--- src/rtl/fwh_guard_pkg.sv ---
package fwh_guard_pkg;

  typedef enum logic {
    FT_IDLE = 1'b0,
    FT_BUSY = 1'b1
  } ft_state_e;

endpackage

--- src/rtl/fwh_rst_mode.sv ---
module fwh_rst_mode (
  input  logic clk,
  input  logic bus_rst_n,
  input  logic cpu_rst_n,
  input  logic if_sel_i,
  output logic rst_n_int,
  output logic mux_mode
);

  // Either active-low source holds the whole block in reset.
  assign rst_n_int = bus_rst_n & cpu_rst_n;

  logic mode_q;

  // The mode pin is only looked at while reset is active.
  always_ff @(posedge clk) begin
    if (!rst_n_int) mode_q <= if_sel_i;
  end

  assign mux_mode = mode_q;

endmodule

--- src/rtl/fwh_frame_trk.sv ---
module fwh_frame_trk
  import fwh_guard_pkg::*;
#(
  parameter int ID_W    = 4,
  parameter int ADDR_W  = 22,
  parameter int LPC_LSB = 20,
  parameter int LPC_W   = 2
) (
  input  logic              clk,
  input  logic              rst_n,
  input  logic              mux_mode,
  input  logic              frame_n,
  input  logic              hdr_vld,
  input  logic              lpc_cyc,
  input  logic [ID_W-1:0]   cyc_id,
  input  logic [ADDR_W-1:0] addr,
  input  logic [ID_W-1:0]   strap_id,
  input  logic              op_done,
  output logic              busy,
  output logic              sel,
  output logic              abort_p,
  output logic              ev_start,
  output logic              ev_abort,
  output logic              ev_hit
);

  // Firmware-hub form: every strap bit must equal the carried ID bit.
  function automatic logic fwh_hit(input logic [ID_W-1:0] id,
                                   input logic [ID_W-1:0] strap);
    return id == strap;
  endfunction

  // LPC form: upper straps are compared in inverted sense.
  function automatic logic lpc_hit(input logic [LPC_W-1:0] abits,
                                   input logic [LPC_W-1:0] strap_hi);
    return abits == ~strap_hi;
  endfunction

  ft_state_e st_q;
  logic      sel_q;
  logic      abort_q;
  logic      id_hit;

  assign id_hit = lpc_cyc ? lpc_hit(addr[LPC_LSB +: LPC_W], strap_id[ID_W-1 -: LPC_W])
                          : fwh_hit(cyc_id, strap_id);

  assign ev_start = !mux_mode && (st_q == FT_IDLE) && !frame_n;
  assign ev_abort = !mux_mode && (st_q == FT_BUSY) && !frame_n;
  assign ev_hit   = !mux_mode && (st_q == FT_BUSY) && frame_n && !op_done
                    && hdr_vld && id_hit;

  always_ff @(posedge clk or negedge rst_n) begin
    if (!rst_n) begin
      st_q    <= FT_IDLE;
      sel_q   <= 1'b0;
      abort_q <= 1'b0;
    end else begin
      abort_q <= 1'b0;
      if (mux_mode) begin
        st_q  <= FT_IDLE;
        sel_q <= 1'b0;
      end else begin
        unique case (st_q)
          FT_IDLE: begin
            if (!frame_n) begin
              st_q  <= FT_BUSY;
              sel_q <= 1'b0;
            end
          end
          FT_BUSY: begin
            if (!frame_n) begin
              st_q    <= FT_IDLE;
              sel_q   <= 1'b0;
              abort_q <= 1'b1;
            end else if (op_done) begin
              st_q  <= FT_IDLE;
              sel_q <= 1'b0;
            end else if (hdr_vld && id_hit) begin
              sel_q <= 1'b1;
            end
          end
          default: st_q <= FT_IDLE;
        endcase
      end
    end
  end

  assign busy    = (st_q == FT_BUSY);
  assign sel     = sel_q;
  assign abort_p = abort_q;

endmodule

--- src/rtl/fwh_lock_gate.sv ---
module fwh_lock_gate #(
  parameter int N_BLK   = 16,
  parameter int ADDR_W  = 22,
  parameter int BLK_LSB = 16,
  localparam int BLK_W  = $clog2(N_BLK)
) (
  input  logic              clk,
  input  logic              rst_n,
  input  logic              req_ok,
  input  logic              pe_req,
  input  logic [ADDR_W-1:0] addr,
  input  logic [N_BLK-1:0]  lock_bits,
  input  logic              top_lock_n,
  input  logic              pe_done,
  input  logic              denied_clr,
  output logic              pe_active,
  output logic              denied,
  output logic              ev_accept,
  output logic              ev_deny,
  output logic [BLK_W-1:0]  blk_idx
);

  // Only the highest block answers to the top-lock pin.
  function automatic logic is_top(input int b);
    return b == N_BLK - 1;
  endfunction

  logic [N_BLK-1:0] prot_vec;

  for (genvar b = 0; b < N_BLK; b++) begin : g_prot
    if (is_top(b)) begin : g_top
      assign prot_vec[b] = lock_bits[b] | ~top_lock_n;
    end else begin : g_main
      assign prot_vec[b] = lock_bits[b];
    end
  end

  logic act_q;
  logic den_q;

  assign blk_idx   = addr[BLK_LSB +: BLK_W];
  assign ev_accept = pe_req && req_ok && !act_q;
  assign ev_deny   = ev_accept && prot_vec[blk_idx];

  always_ff @(posedge clk or negedge rst_n) begin
    if (!rst_n) begin
      act_q <= 1'b0;
      den_q <= 1'b0;
    end else begin
      // The decision is taken once, at acceptance; pins may move afterwards.
      if (ev_accept && !ev_deny) act_q <= 1'b1;
      else if (act_q && pe_done) act_q <= 1'b0;

      if (ev_deny)         den_q <= 1'b1;
      else if (denied_clr) den_q <= 1'b0;
    end
  end

  assign pe_active = act_q;
  assign denied    = den_q;

endmodule

--- src/rtl/fwh_sel_guard.sv ---
module fwh_sel_guard #(
  parameter int ID_W    = 4,
  parameter int ADDR_W  = 22,
  parameter int N_BLK   = 16,
  parameter int BLK_LSB = 16,
  parameter int LPC_LSB = 20,
  parameter int LPC_W   = 2
) (
  input  logic              clk,
  input  logic              bus_rst_n,
  input  logic              cpu_rst_n,
  input  logic              if_sel_i,
  input  logic              frame_n,
  input  logic              hdr_vld,
  input  logic              lpc_cyc,
  input  logic [ID_W-1:0]   cyc_id,
  input  logic [ADDR_W-1:0] addr,
  input  logic [ID_W-1:0]   strap_id,
  input  logic              op_done,
  input  logic              pe_req,
  input  logic              pe_done,
  input  logic [N_BLK-1:0]  lock_bits,
  input  logic              top_lock_n,
  input  logic              denied_clr,
  output logic              mux_mode,
  output logic              busy,
  output logic              abort_p,
  output logic              sel,
  output logic              drv_en,
  output logic              read_mode,
  output logic              pe_active,
  output logic              denied
);

  localparam int BLK_W = $clog2(N_BLK);

  logic             rst_n_int;
  logic             ev_start;
  logic             ev_abort;
  logic             ev_hit;
  logic             ev_accept;
  logic             ev_deny;
  logic [BLK_W-1:0] blk_idx;

  fwh_rst_mode u_rst (
    .clk       (clk),
    .bus_rst_n (bus_rst_n),
    .cpu_rst_n (cpu_rst_n),
    .if_sel_i  (if_sel_i),
    .rst_n_int (rst_n_int),
    .mux_mode  (mux_mode)
  );

  fwh_frame_trk #(
    .ID_W    (ID_W),
    .ADDR_W  (ADDR_W),
    .LPC_LSB (LPC_LSB),
    .LPC_W   (LPC_W)
  ) u_frm (
    .clk      (clk),
    .rst_n    (rst_n_int),
    .mux_mode (mux_mode),
    .frame_n  (frame_n),
    .hdr_vld  (hdr_vld),
    .lpc_cyc  (lpc_cyc),
    .cyc_id   (cyc_id),
    .addr     (addr),
    .strap_id (strap_id),
    .op_done  (op_done),
    .busy     (busy),
    .sel      (sel),
    .abort_p  (abort_p),
    .ev_start (ev_start),
    .ev_abort (ev_abort),
    .ev_hit   (ev_hit)
  );

  fwh_lock_gate #(
    .N_BLK   (N_BLK),
    .ADDR_W  (ADDR_W),
    .BLK_LSB (BLK_LSB)
  ) u_lck (
    .clk        (clk),
    .rst_n      (rst_n_int),
    .req_ok     (sel | mux_mode),
    .pe_req     (pe_req),
    .addr       (addr),
    .lock_bits  (lock_bits),
    .top_lock_n (top_lock_n),
    .pe_done    (pe_done),
    .denied_clr (denied_clr),
    .pe_active  (pe_active),
    .denied     (denied),
    .ev_accept  (ev_accept),
    .ev_deny    (ev_deny),
    .blk_idx    (blk_idx)
  );

  // Outputs float (drive disabled) for as long as either reset is held.
  assign drv_en    = rst_n_int & sel;
  assign read_mode = ~pe_active;

endmodule

--- config.mk ---
export PLATFORM = sky130hd
export DESIGN_NAME = fwh_sel_guard
export DESIGN_NICKNAME = d
export VERILOG_FILES = /design/src/rtl/fwh_guard_pkg.sv /design/src/rtl/fwh_rst_mode.sv /design/src/rtl/fwh_frame_trk.sv /design/src/rtl/fwh_lock_gate.sv /design/src/rtl/fwh_sel_guard.sv
export SDC_FILE = /design/constraint.sdc
export NUM_CORES = 1
export LEC_CHECK = 0
export BUFFER_PORTS_ARGS = -buffer_cell sky130_fd_sc_hd__buf_2
export CAP_MARGIN = 20
export CELL_PAD_IN_SITES_DETAIL_PLACEMENT = 0
export CELL_PAD_IN_SITES_GLOBAL_PLACEMENT = 2
export CORE_MARGIN = 2
export CORE_UTILIZATION = 16
export DETAILED_ROUTE_END_ITERATION = 16
export PLACE_DENSITY_LB_ADDON = 0.1
export SLEW_MARGIN = 20
export SYNTH_ARGS = -nofsm -noshare
export SYNTH_HDL_FRONTEND = slang
export SYNTH_HIERARCHICAL = 1
export SYNTH_SLANG_ARGS = --single-unit
--- constraint.sdc ---
create_clock -name clk -period 1.3 [get_ports clk]
set_input_delay 0.39 -clock clk [delete_from_list [all_inputs] [get_ports clk]]
set_output_delay 0.39 -clock clk [all_outputs]
set_load 0.02 [all_outputs]
==> results of run 1 <==
## worst max path at each step
stage                                        to  slack, ps  cells after the start
floorplan           u_lck/pe_active$_DFFE_PN0P_         10                      5
global placement    u_lck/pe_active$_DFFE_PN0P_       -160                      5
detailed placement  u_lck/pe_active$_DFFE_PN0P_       -160                      5
CTS                                      drv_en        -20                      2
global route                           mux_mode        -40                      2
finish                                   drv_en         -2                      2
## cell type report
type | instances | area (µm²) | share of cell area
well taps | 46 | 57.6 | 0.0606
clock buffers | 4 | 26.3 | 0.0277
multi-input cells | 50 | 385 | 0.406
inverters | 4 | 15.0 | 0.0158
repair buffers | 55 | 310 | 0.327
flip-flops and latches | 6 | 155 | 0.163
## metrics by stage
| stage | instance area (µm²) | setup WS (ps) | cells |
|---|---|---|---|
| 4_1_cts | 933 | -24.8 | 165 |
| 3_3_place_gp | 873 | -159 | 159 |
| 5_1_grt | 950 | -44.1 | 165 |
| 6_report | 950 | -1.98 | 165 |
| 3_5_place_dp | 873 | -160 | 159 |
| 2_1_floorplan | 574 | 12.4 | 63 |
## layer usage
metal,share of wire,track usage,routed length (µm)
met5,0,0,0
met4,0,0.0245,0
met1,0.42,0.0859,633
met2,0.49,0.117,738
met3,0.094,0.0264,143
## layout by cell type (no fill, tap or decap), types with 2 or more instances in the layout
| cell type | instances |
|---|---|
| and2_4 | 2 |
| buf_2 | 47 |
| buf_4 | 4 |
| buf_6 | 4 |
| clkbuf_4 | 3 |
| dfrtp_1 | 5 |
| inv_1 | 3 |
| mux2i_1 | 7 |
| nand2_1 | 4 |
| nand2b_1 | 2 |
| nand3_1 | 4 |
| nand4_1 | 2 |
| nor2_1 | 3 |
| nor2b_1 | 2 |
| nor3_1 | 2 |
| xnor2_1 | 4 |
| xor2_1 | 2 |
## flip-flops by register name (all words and copies together), names as in the netlist
name             flops
u_frm/abort_p        1
u_frm/busy           1
u_frm/sel            1
u_lck/denied         1
u_lck/pe_active      1
u_rst/mux_mode       1
## worst register-to-register path: cells and delay by family, from the launching register on
kind	cells	cell delay (ps)
AO/OA/AOI/OAI	1	200
buffers and inverters	2	150
flip-flops	1	400
AND/OR/NAND/NOR	3	380
## timing repair
item / in CTS / in global routing
pin swaps: 1 / 3
setup buffers: 2 / 0
setup endpoints to repair: 2 / 4
gates resized for setup: 6 / 5
## report_power, final
part	internal (W)	switching (W)
combinational	0.000136	0.000118
clock	0.000117	0.0000750
sequential	0.000208	0.0000120
==> run summary, run 1 <==
Htree depth - 1
Final Hold Fails - 0
Io pins - 66
Vias post-DR - 628
Final Util - 0.280
Average size of a mapped cell - 9.12 µm²
Max-slew violation count - 0
R2R cell count - 6
Crit path DAT - 910 ps
Core Area - 3390 µm²
Clock slew at reported path FFs - 50 ps
Rows - 21
Global-route wire length before repair - 2330 µm
Initial Util - 0.169
Routed Antenna Nets - 0
TritonCTS Buffers - 3
Synthesis-to-layout area growth - 65.4%
GP Congestion - 0.688
Status - finished, violations left
Worst path top cell family by delay - flip-flops
Final min period - 1300 ps
Worst Hold Class - in -> async
Average wire per standard cell - 9.18 µm
Worst skew pair latency - 250 ps
Initial antenna violation count - 0
Worst R2R Setup Slack - 60 ps
CP Launch Point - u_frm/sel$_DFFE_PN0P_
Ant. Diodes - 0
Clock skew - 0.141 ps
Min Hold Slack - 159 ps
CTS Root Cell - clkbuf_4
Critical path type - reg -> out
DRT iter0 DRCs - 32
Gr usage total - 0.0717
CTS tree - built
Worst-margin pin slew - 300 ps
Largest net degree at the start of global routing - 10
Via density per instance - 3.81
CP cell instances - and2_4 > buf_6
Max Clk Rate - 768 MHz
Period utilization - 1.00
Nets - 178
Remaining DRCs - 0
Startpoint Class - register
DRT Pass-1 Iters - 4
Slowest stage delay, CP - 400 ps
Setup TNS - -1.99 ps
Syn_nets - 121
Gr ovfl total - 0
Die Area - 4080 µm²
Worst path slowest cell - dfrtp_1
Vias in the first global route - 550
Worst rel slew slack - 0.799
Share of cells above drive strength 1 - 0.580
Fillers - 364
WP data required - 910 ps
Critical path endpoint category - output pin
Max Cap Viol - 0
Pwr/cell area - 701 nW/µm²
Die Ht - 63.9 µm
Number of port buffers - 49
CP Max Fanout - 3
Hold_buf cts - 0
Final WS setup - -1.98 ps
Setup violations, final - 2
R2r endpoint - u_lck/pe_active$_DFFE_PN0P_
LEAKAGE - 0.485 nW
CTS Sinks - 6
Mapped Cells - 63
Post-Route WL - 1520 µm
Number of buffers and inverters on the critical path - 1
DIE WIDTH - 63.9 µm
Post-Synthesis Cell Area - 574 µm²
Total power - 0.000666 W
RSZ-0062 raised after global routing - yes
Max Root-Sink Buffers - 2
Synth warn - 6
Maximum VDD drop - 220 µV
R2R Path Start - u_frm/sel$_DFFE_PN0P_
Failing checks - setup timing
(Power assumes the default switching activity.)
==> run 2, diff against run 1 <==
BUFFER_PORTS_ARGS = unset   (was -buffer_cell sky130_fd_sc_hd__buf_2)
CAP_MARGIN = 30   (was 20)
CORE_UTILIZATION = 28   (was 16)
DONT_BUFFER_PORTS = 1   (was unset)
==> run 2 against run 1 <==
Effect of this change:
- the run still ends with setup timing left
- highest routed layer is now met4
- combinational power is 41% lower
- critical path depth stayed put
- routed wire length is 22% lower
- sequential power is 2% higher
- utilization is 5.5 points higher
- via count is 25% lower
- sequential share of layout area is 7.5 points higher
- die area is 41% lower
- global-route usage is 3.4 points higher
- power is 16% lower
==> run summary, run 2 (synthesis gave the netlist of run 1 again) <==
Status - finished, violations left
Failing checks - setup timing
Fillers - 224
Largest net degree at the start of global routing - 10
Crit path depth - 2
Htree depth - 1
DIE WIDTH - 49.3 µm
Worst rel slew slack - 0.809
Worst Hold Class - in -> async
Post-Place Setup Slack - 69.6 ps
WP data required - 910 ps
Logic pwr share - 0.267
GP Congestion - 0.622
Period utilization - 1.01
Gr usage total - 0.105
CTS Root Cell - clkbuf_4
Maximum VDD drop - 441 µV
Final min period - 1310 ps
Number of port buffers - 0
Commonest non-fill, non-tap cells in the layout - mux2i_1 (7), dfrtp_1 (5), nand3_1 (4), xnor2_1 (4), nand2_1 (4)
Most common cell after layout, fill and taps aside - mux2i_1
Total power - 0.000561 W
Worst-margin pin slew - 284 ps
Max Clk Rate - 762 MHz
Routed Antenna Nets - 0
Dpl cells - 92
Register Area - 155 µm²
Ant. Diodes - 0
Worst path top cell family by delay - flip-flops
Clock slew at reported path FFs - 50 ps
Global-route wire length before repair - 1930 µm
Initial Util - 0.296
CTS Sinks - 6
Slowest stage delay, CP - 380 ps
Final Hold Fails - 0
Die Ht - 49.3 µm
Pwr/cell area - 863 nW/µm²
Synthesis-to-layout area growth - 13.3%
Remaining DRCs - 0
Rows - 16
Gr ovfl total - 0
Io pins - 66
Nets - 128
Post-Route WL - 1180 µm
Die Area - 2430 µm²
Cell internal pwr - 0.000401 W
Crit path DAT - 920 ps
CTS tree - built
Vias in the first global route - 435
Switching power - 0.000160 W
Share of power burned in registers - 0.402
Setup TNS - -13.1 ps
LEAKAGE - 0.275 nW
Switching fraction of total power - 0.286
Max Cap Viol - 0
Critical path endpoint category - output pin
CP Max Fanout - 3
CP Launch Point - u_frm/sel$_DFFE_PN0P_
Max-slew violation count - 0
R2R Path Start - u_frm/sel$_DFFE_PN0P_
Footprint of the multi-input gates - 373 µm²
Critical path type - reg -> out
Fin cells - 96
DRT Pass-1 Iters - 4
R2R cell count - 4
Vias post-DR - 473
Clock skew - 13.4 ps
DRT iter0 DRCs - 9
Clk pwr share - 0.332
Worst skew pair latency - 250 ps
Placed Area - 612 µm²
Final Instance Area - 651 µm²
Startpoint Class - register
Max Root-Sink Buffers - 2
Share of cells above drive strength 1 - 0.246
Core Area - 1940 µm²
Worst path slowest cell - dfrtp_1
Setup violations, final - 1
CP cell instances - buf_6 > and2_4
RSZ-0062 raised after global routing - yes
TritonCTS Buffers - 3
Via density per instance - 4.93
Initial antenna violation count - 0
DP HPWL - 1040 µm
Final WS setup - -13.1 ps
Average wire per standard cell - 12.3 µm
Number of buffers and inverters on the critical path - 1
[run 2: cell types whose count changed in the layout (fill, tap and decap cells not counted)]
| cell | change |
|---|---|
| or2_2 | +1 |
| inv_2 | -1 |
| buf_6 | -2 |
| o311ai_1 | +1 |
| and2_4 | -1 |
| buf_2 | -47 |
| buf_4 | -1 |
| o311ai_2 | -1 |
| inv_4 | +1 |
| or2_4 | -1 |
| and2_1 | +1 |
[run 2: cell type report]
class	count	share of cell area
tap	27	0.0519
inverter	4	0.0269
clock buffer	4	0.0404
multi-input combinational	50	0.573
sequential	6	0.238
timing repair buffer	5	0.0692
[run 2: final timing paths]
kind,slack [ps],to
max,-10,drv_en
min,100,u_frm/sel$_DFFE_PN0P_
max reg2reg,140,u_lck/denied$_DFFE_PN0P_
min reg2reg,540,u_lck/pe_active$_DFFE_PN0P_
max in group asynchronous,1070,u_frm/abort_p$_DFF_PN0_
min in group clk,220,u_frm/abort_p$_DFF_PN0_
[run 2: through the flow]
step | hold slack, ps | utilization
2_1_floorplan | 247 | -
3_3_place_gp | 353 | 0.315
3_5_place_dp | 355 | 0.315
4_1_cts | 96.7 | 0.332
5_1_grt | 95.5 | 0.335
6_report | 98.2 | 0.335
[run 2: power by group through the flow]
stage / Clock [W] / Combinational [W] / Sequential [W]
2_1_floorplan: 0 / 0.000116 / 0.000242
3_3_place_gp: 0 / 0.000144 / 0.000229
3_5_place_dp: 0 / 0.000145 / 0.000228
4_1_cts: 0.000191 / 0.000148 / 0.000225
5_1_grt: 0.000207 / 0.000168 / 0.000228
6_report: 0.000186 / 0.000150 / 0.000225
[run 2: metal layers]
layer / routed length [µm] / vias up / GRT usage
met4: 14 / 0 / 0.0286
met5: 0 / - / 0
li1: - / 234 / -
met2: 459 / 36 / 0.133
met1: 529 / 201 / 0.146
met3: 175 / 2 / 0.0644
[run 2: what timing repair did]
action                     CTS  global route
setup endpoints to repair    2             2
hold buffers                 0             0
resized for setup            4             2
buffers inserted             0             0
[run 2: worst register-to-register path: stages (launching register included)]
cell and delay (ps):
dfrtp_1 350, or2_1 100, nand2_1 40, or2_2 280, o311ai_1 270
